### config.mk
export PLATFORM = sky130hd
export DESIGN_NAME = emu_pin_ctrl
export DESIGN_NICKNAME = d
export VERILOG_FILES = /design/src/rtl/emu_pin_pkg.sv /design/src/rtl/emu_tms_edge.sv /design/src/rtl/emu_wp_pulse.sv /design/src/rtl/emu_await_instr.sv /design/src/rtl/emu_pin_ctrl.sv
export SDC_FILE = /design/constraint.sdc
export NUM_CORES = 1
export LEC_CHECK = 0
export ABC_CLOCK_PERIOD_IN_PS = 2070
export BUFFER_PORTS_ARGS = -buffer_cell sky130_fd_sc_hd__buf_2
export CORE_AREA = 10 10 47 49
export DETAILED_ROUTE_END_ITERATION = 8
export DIE_AREA = 0 0 57 59
export SETUP_SLACK_MARGIN = 0.1
export SYNTH_ARGS = -nofsm -noshare
export SYNTH_HDL_FRONTEND = slang
export SYNTH_SLANG_ARGS = --single-unit
### constraint.sdc
create_clock -name clk_i -period 2.07 [get_ports clk_i]
set_input_delay 0.1035 -clock clk_i [delete_from_list [all_inputs] [get_ports clk_i]]
set_output_delay 0.1035 -clock clk_i [all_outputs]
set_load 0.05 [all_outputs]
### src/rtl/emu_pin_pkg.sv
package emu_pin_pkg;
  localparam int unsigned EXC_W = 2;
  typedef logic [EXC_W-1:0] exc_type_t;
  localparam exc_type_t EXC_NONE = '0;
endpackage

### src/rtl/emu_tms_edge.sv
module emu_tms_edge #(
  parameter int unsigned STAGES = 2
) (
  input  logic clk_i,
  input  logic rst_ni,
  input  logic tms_i,
  input  logic en_i,
  output logic rise_o
);
  logic [STAGES-1:0] sync_q;
  logic              last_q;

  always_ff @(posedge clk_i or negedge rst_ni) begin
    if (!rst_ni) begin
      sync_q <= '0;
      last_q <= 1'b0;
    end else begin
      sync_q <= {sync_q[STAGES-2:0], tms_i};
      last_q <= sync_q[STAGES-1];
    end
  end

  assign rise_o = en_i & sync_q[STAGES-1] & ~last_q;
endmodule

### src/rtl/emu_wp_pulse.sv
module emu_wp_pulse
  import emu_pin_pkg::*;
#(
  parameter int unsigned PULSE_LEN = 20,
  localparam int unsigned CNT_W = $clog2(PULSE_LEN + 1)
) (
  input  logic             clk_i,
  input  logic             rst_ni,
  input  logic             evt_i,
  input  exc_type_t        type_i,
  output logic             active_o,
  output logic [CNT_W-1:0] cnt_o
);
  logic [CNT_W-1:0] cnt_q;
  logic             load;

  assign load = evt_i && (type_i == EXC_NONE);

  always_ff @(posedge clk_i or negedge rst_ni) begin
    if (!rst_ni)               cnt_q <= '0;
    else if (load)             cnt_q <= CNT_W'(PULSE_LEN);
    else if (cnt_q != '0)      cnt_q <= cnt_q - 1'b1;
  end

  assign active_o = (cnt_q != '0);
  assign cnt_o    = cnt_q;
endmodule

### src/rtl/emu_await_instr.sv
module emu_await_instr (
  input  logic clk_i,
  input  logic rst_ni,
  input  logic emu_mode_i,
  input  logic instr_rdy_i,
  input  logic instr_wr_i,
  output logic await_o
);
  logic cond, cond_q, await_q, await_d;

  assign cond = emu_mode_i & instr_rdy_i;

  // write wins over a coincident ready edge
  always_comb begin
    if (instr_wr_i || !cond) await_d = 1'b0;
    else if (!cond_q)        await_d = 1'b1;
    else                     await_d = await_q;
  end

  always_ff @(posedge clk_i or negedge rst_ni) begin
    if (!rst_ni) begin
      cond_q  <= 1'b0;
      await_q <= 1'b0;
    end else begin
      cond_q  <= cond;
      await_q <= await_d;
    end
  end

  assign await_o = await_q;
endmodule

### src/rtl/emu_pin_ctrl.sv
module emu_pin_ctrl
  import emu_pin_pkg::*;
#(
  parameter int unsigned PULSE_LEN   = 20,
  parameter int unsigned SYNC_STAGES = 2,
  localparam int unsigned CNT_W = $clog2(PULSE_LEN + 1)
) (
  input  logic            clk_i,
  input  logic            rst_ni,
  input  logic            emu_oe_i,
  input  logic            tms_exc_en_i,
  input  logic            wp_evt_i,
  input  logic [EXC_W-1:0] wp_exc_type_i,
  input  logic            emu_mode_i,
  input  logic            instr_rdy_i,
  input  logic            instr_wr_i,
  input  logic            tms_i,
  output logic            emu_pad_drive_o,
  output logic            emu_exc_o
);
  logic             pulse_act;
  logic [CNT_W-1:0] pulse_cnt;
  logic             await_lvl;

  emu_wp_pulse #(.PULSE_LEN(PULSE_LEN)) u_pulse (
    .clk_i    (clk_i),
    .rst_ni   (rst_ni),
    .evt_i    (wp_evt_i),
    .type_i   (wp_exc_type_i),
    .active_o (pulse_act),
    .cnt_o    (pulse_cnt)
  );

  emu_await_instr u_await (
    .clk_i       (clk_i),
    .rst_ni      (rst_ni),
    .emu_mode_i  (emu_mode_i),
    .instr_rdy_i (instr_rdy_i),
    .instr_wr_i  (instr_wr_i),
    .await_o     (await_lvl)
  );

  emu_tms_edge #(.STAGES(SYNC_STAGES)) u_tms (
    .clk_i  (clk_i),
    .rst_ni (rst_ni),
    .tms_i  (tms_i),
    .en_i   (tms_exc_en_i),
    .rise_o (emu_exc_o)
  );

  // pad only ever pulls low; release otherwise
  assign emu_pad_drive_o = emu_oe_i & (pulse_act | await_lvl);
endmodule

# ---- Word-level counts from Yosys, hierarchy flattened
# Index checks and enable logic that the tools add are counted.
dict set report word_totals {
  register_bits 10
  latchBits 0
  ramBits 0
  romBits 0
  inputBits 11
  out_inout_bits 2
  elab_cells 23
  memories 0
}
dict set report classes {
  add_sub_neg 1
  n_mul 0
  n_div 0
  order_cmp 0
  eq_ne 1
  shifts 0
  mux 4
  bitwise 6
  reduce_logical 6
}
# op n
set op_table {}
lappend op_table {{5-bit 2-to-1 mux} 2}
lappend op_table {{5-bit nonzero test} 1}
lappend op_table {{5-bit by 1-bit subtractor with 5-bit output, second input constant} 1}
lappend op_table {{1-bit bitwise AND} 4}
lappend op_table {{2-bit zero test} 1}
lappend op_table {{1-bit 2-to-1 mux} 2}
lappend op_table {{2-bit inequality test, second input constant} 1}
lappend op_table {{2-bit nonzero test} 1}
lappend op_table {{1-bit logical AND} 1}
lappend op_table {{1-bit zero test} 1}
lappend op_table {{1-bit logical OR} 1}
lappend op_table {{1-bit inverter} 1}
lappend op_table {{1-bit bitwise OR} 1}

# ---- Longest topological paths before layout
dict set report logic_depth {
  depth_word 4
  mapped_depth 6
  ltp_nobuf 5
}

# ---- Cells and area by module
# Synthesis repeated with hierarchy kept, for this count alone.
dict set report unflattened {
  cells_unflattened 36
  area_unflattened_um2 439.2
}
# module n_inst cells_each area_per_inst_um2 seq_area_each_um2
set by_module_without_submodules {}
lappend by_module_without_submodules {emu_wp_pulse 1 26 270.3 125.1}
lappend by_module_without_submodules {emu_tms_edge 1 4 83.8 75.1}
lappend by_module_without_submodules {emu_await_instr 1 5 77.6 50.0}
lappend by_module_without_submodules {emu_pin_ctrl 1 1 7.5 0.0}

# ---- Least setup slack after synthesis
# OpenSTA, ideal clock, no wires.
dict set report synth_path {
  path_type {reg2out}
  from {reg u_pulse.cnt_q[0] (netlist: u_pulse.cnt_o[0])}
  to {out emu_pad_drive_o}
  t_arrival_ns 1.511
  required_ns 1.966
  setup_slack_ns 0.456
  path_stages_with_launch 6
  n_path_buf 1
  path_cell_list {dfrtp_1 inv_1 ha_1 or4b_1 buf_2 o21a_1}
}
dict set report synth_via {
  elab_chain_cells 3
}
# element line
set synth_lines {}
lappend synth_lines {{start, declared} emu_wp_pulse.sv:14} ;# logic [CNT_W-1:0] cnt_q;
lappend synth_lines {{start signal, assigned} emu_wp_pulse.sv:21} ;# else if (load) cnt_q <= CNT_W'(PULSE_LEN);
lappend synth_lines {{start signal, assigned} emu_wp_pulse.sv:22} ;# else if (cnt_q != '0) cnt_q <= cnt_q - 1'b1;
lappend synth_lines {{5-bit nonzero test} emu_wp_pulse.sv:25} ;# assign active_o = (cnt_q != '0);
lappend synth_lines {{1-bit bitwise OR} emu_pin_ctrl.sv:52} ;# assign emu_pad_drive_o = emu_oe_i & (pulse_act | await_lvl);
lappend synth_lines {{1-bit bitwise AND} emu_pin_ctrl.sv:52}
lappend synth_lines {{end, declared} emu_pin_ctrl.sv:18} ;# output logic emu_pad_drive_o,
# No other way between the ends.

# ---- Worst setup path after layout
# Same ends and word-level chain as after synthesis.

==> summary.txt <==
Run status
  – Status: completed

Timing
  – Slew margin rel.: 55.74%
  – Final worst slack: ~0.18 ns
  – Worst slew pin tran: 0.6625 ns
  – Hold WS: approximately 0.077 ns
  – Final Hold Viols: 0
  – Setup TNS: 0 ns
  – Setup Viol. Count Final: 0
  – Max frequency: 528.4 MHz
  – RSZ-0062 raised after global routing: no
  – Minimum clock period: ~1.9 ns
  – Worst clock skew: ~0.007 ns
  – Final Cycle Share: 91.42%
  – Pins Over Slew Limit: 0

Power
  – Power Dens Cells: approximately 1100 nW/µm²
  – Leakage: 0.2687 nW
  – Worst VDD drop: 0.5713 mV
  – Overall Power: around 0.6 mW

Logic synthesis
  – Synth Cell Area: 417.9 µm²
  – FF+latch count, synth: 10
  – Net Count, Synth: 50
  – Yosys cell types: 20
  – Syn avg cell area: 11.00 µm²
  – Sequential element share of the synthesized area: approximately three fifths
  – YS warnings: 0
  – Mapped Cells: 38

Placed design
  – Dpl cell area: 493.0 µm²
  – Post-DP HPWL: 594 µm
  – Gpl congestion: 0.7526
  – Placed cells: 65
  – Pre-CTS WS: around 0.36 ns
  – Port Buf Inserts: 12

Routing
  – Wire per inst: 10.59 µm
  – Routed vias: about 330
  – Final ANT Viol Nets: 0
  – DR iter-0 viols: 1
  – Total length of routed wires: 752 µm
  – Vias per cell: between 4 and 5
  – Detailed Routing Iterations Pass 1: 4
  – Residual DRC: 0

Setup path
  – Crit end category: primary output
  – Largest fanout on the critical path: 5
  – Crit path DAT: between 1.5 and 2 ns
  – Critical R2R Launch: u_pulse.cnt_o[0]
  – Worst path slowest cell: or4b_4
  – Critical path origin: u_pulse.cnt_o[0]
  – Type of origin of the critical path: flip-flop
  – Crit-path max cell delay: around 0.51 ns
  – Setup CP Type: flip-flop to primary output
  – Worst path cell trace: inv_1 -> ha_1 -> or4b_4 -> o21a_1 -> buf_2
  – Req. time, crit path: approximately 2.0 ns

Cells and area
  – Fin util: approximately two fifths
  – # fillers: approximately 140
  – Area Growth Syn to Fin: 31.44%
  – Design area: about 550 µm²
  – Commonest non-fill, non-tap cell in the layout: buf_2
  – Ant diodes: 0
  – Nets: 69
  – Post-Layout Cell Count: 71
  – Share of layout cells above drive strength 1: 32.73%
  – Leading cell types in the layout, fill and taps excluded: buf_2 (12), dfrtp_1 (10), inv_1 (5)

Clocking
  – Worst-Skew Late Latency: between 0.2 and 0.3 ns
  – TritonCTS clock tree: yes
  – Htree depth: 1
  – Root Buffer: clkbuf_4
  – Clock Path Buffers: 2
  – CTS Buf Count: 3
  – Sink Count: 10
  – Clock-pin slew on the worst setup and hold paths: approximately 0.05 ns

Global route
  – GRT Util Overall: under 10%
  – First-pass GRT wire length: around 1400 µm
  – Vias in the first global route: 362
  – Overflow after GRT: 0
  – Largest net degree at the start of global routing: 11
  – Initial antenna violation count: 0

Floorplan
  – Cell row count: 14
  – Die area: between 3000 and 4000 µm²
  – Die extent in x: 57 µm
  – Chip height: between 50 and 60 µm
  – Num ports: 13
  – Starting Density: between 20% and 30%
  – Core ar.: 1401 µm²

Run
  – Max_cap viols: 0

Hold path
  – HP Class: input port to flip-flop
  – Hold path start: instr_rdy_i
-- state kept, by name, indices dropped and copies added (netlist names) --
name and cells:
u_await.cond_q 1, u_await.await_o 1, u_pulse.cnt_o 5, u_tms.last_q 1, u_tms.sync_q 2
-- worst max-delay path: cells and delay by family (launching register included) --
family / cells / cell delay [ns]
AOI/OAI and AO/OA: 1 / 0.18
adders and majority gates: 1 / 0.17
buffers and inverters: 2 / 0.27
DFF: 1 / 0.40
and+or+nand+nor: 1 / 0.51
-- cell type report --
class	instances	area (µm²)	area share (%)
multi-input combinational	22	147.6	26.88
clock buffer	3	22.52	4.100
timing repair buffer	15	90.09	16.40
tap	16	20.02	3.645
inverter	5	18.77	3.417
sequential	10	250.2	45.56
-- kinds of logic after synthesis --
| logic type | count (synthesis) | share of synthesized area (%) |
|---|---|---|
| AO/OA/AOI/OAI | 7 | 11.98 |
| flip-flops | 10 | 59.88 |
| adder cells (fa/ha/maj) | 1 | 2.994 |
| XOR/XNOR | 1 | 2.096 |
| buffers and inverters | 6 | 5.688 |
| AND/OR/NAND/NOR | 13 | 17.37 |
-- power by group --
group | internal [mW] | leakage, nW | switching, mW | total (mW)
Sequential | 0.251 | 0.121 | 0.0455 | 0.296
Clock | 0.0665 | 0.0138 | 0.0558 | 0.122
Combinational | 0.106 | 0.134 | 0.0917 | 0.197
-- synthesized netlist by cell type (all sizes together) --
cell     n  share of area, %
buf      1               1.2
a21oi    2               2.4
nor3b    1               1.8
a211oi   1               3.0
dfrtp   10                60
or3      1               1.8
nor2     4               3.6
inv      5               4.5
o21a     1               1.8
nand2b   1               1.5
nor3     1               1.2
and2     1               1.5
or4b     1               2.4
o211ai   1               1.8
nand3b   1               1.8
ha       1               3.0
nand2    2               1.8
a21o     1               1.8
o21ai    1               1.2
xnor2    1               2.1
-- timing repair --
item,CTS,global route
hold buffers,3,0
setup endpoints to repair,1,0
hold endpoints to repair,12,0
gates resized for setup,1,0
buffers inserted,0,0
-- worst paths after layout --
kind,slack [ns],to,depth (start not counted)
hold / removal,0.08,u_await.cond_q,2
setup / recovery,0.18,emu_pad_drive_o,5
setup reg to reg,0.56,u_pulse.cnt_o[0],5
min in group asynchronous,0.23,u_pulse.cnt_o[3],2
hold reg to reg,0.35,u_tms.sync_q[1],0
max in group asynchronous,1.65,u_pulse.cnt_o[1],2
-- layer usage --
metal  wire length, µm  track usage (%)  vias up
li1                  -                -      161
met1               307            4.600      150
met2               340            8.527       12
met3                94            4.721        2
met4                 9            2.013        0
met5                 0                0        -
(Power assumes the default switching activity.)
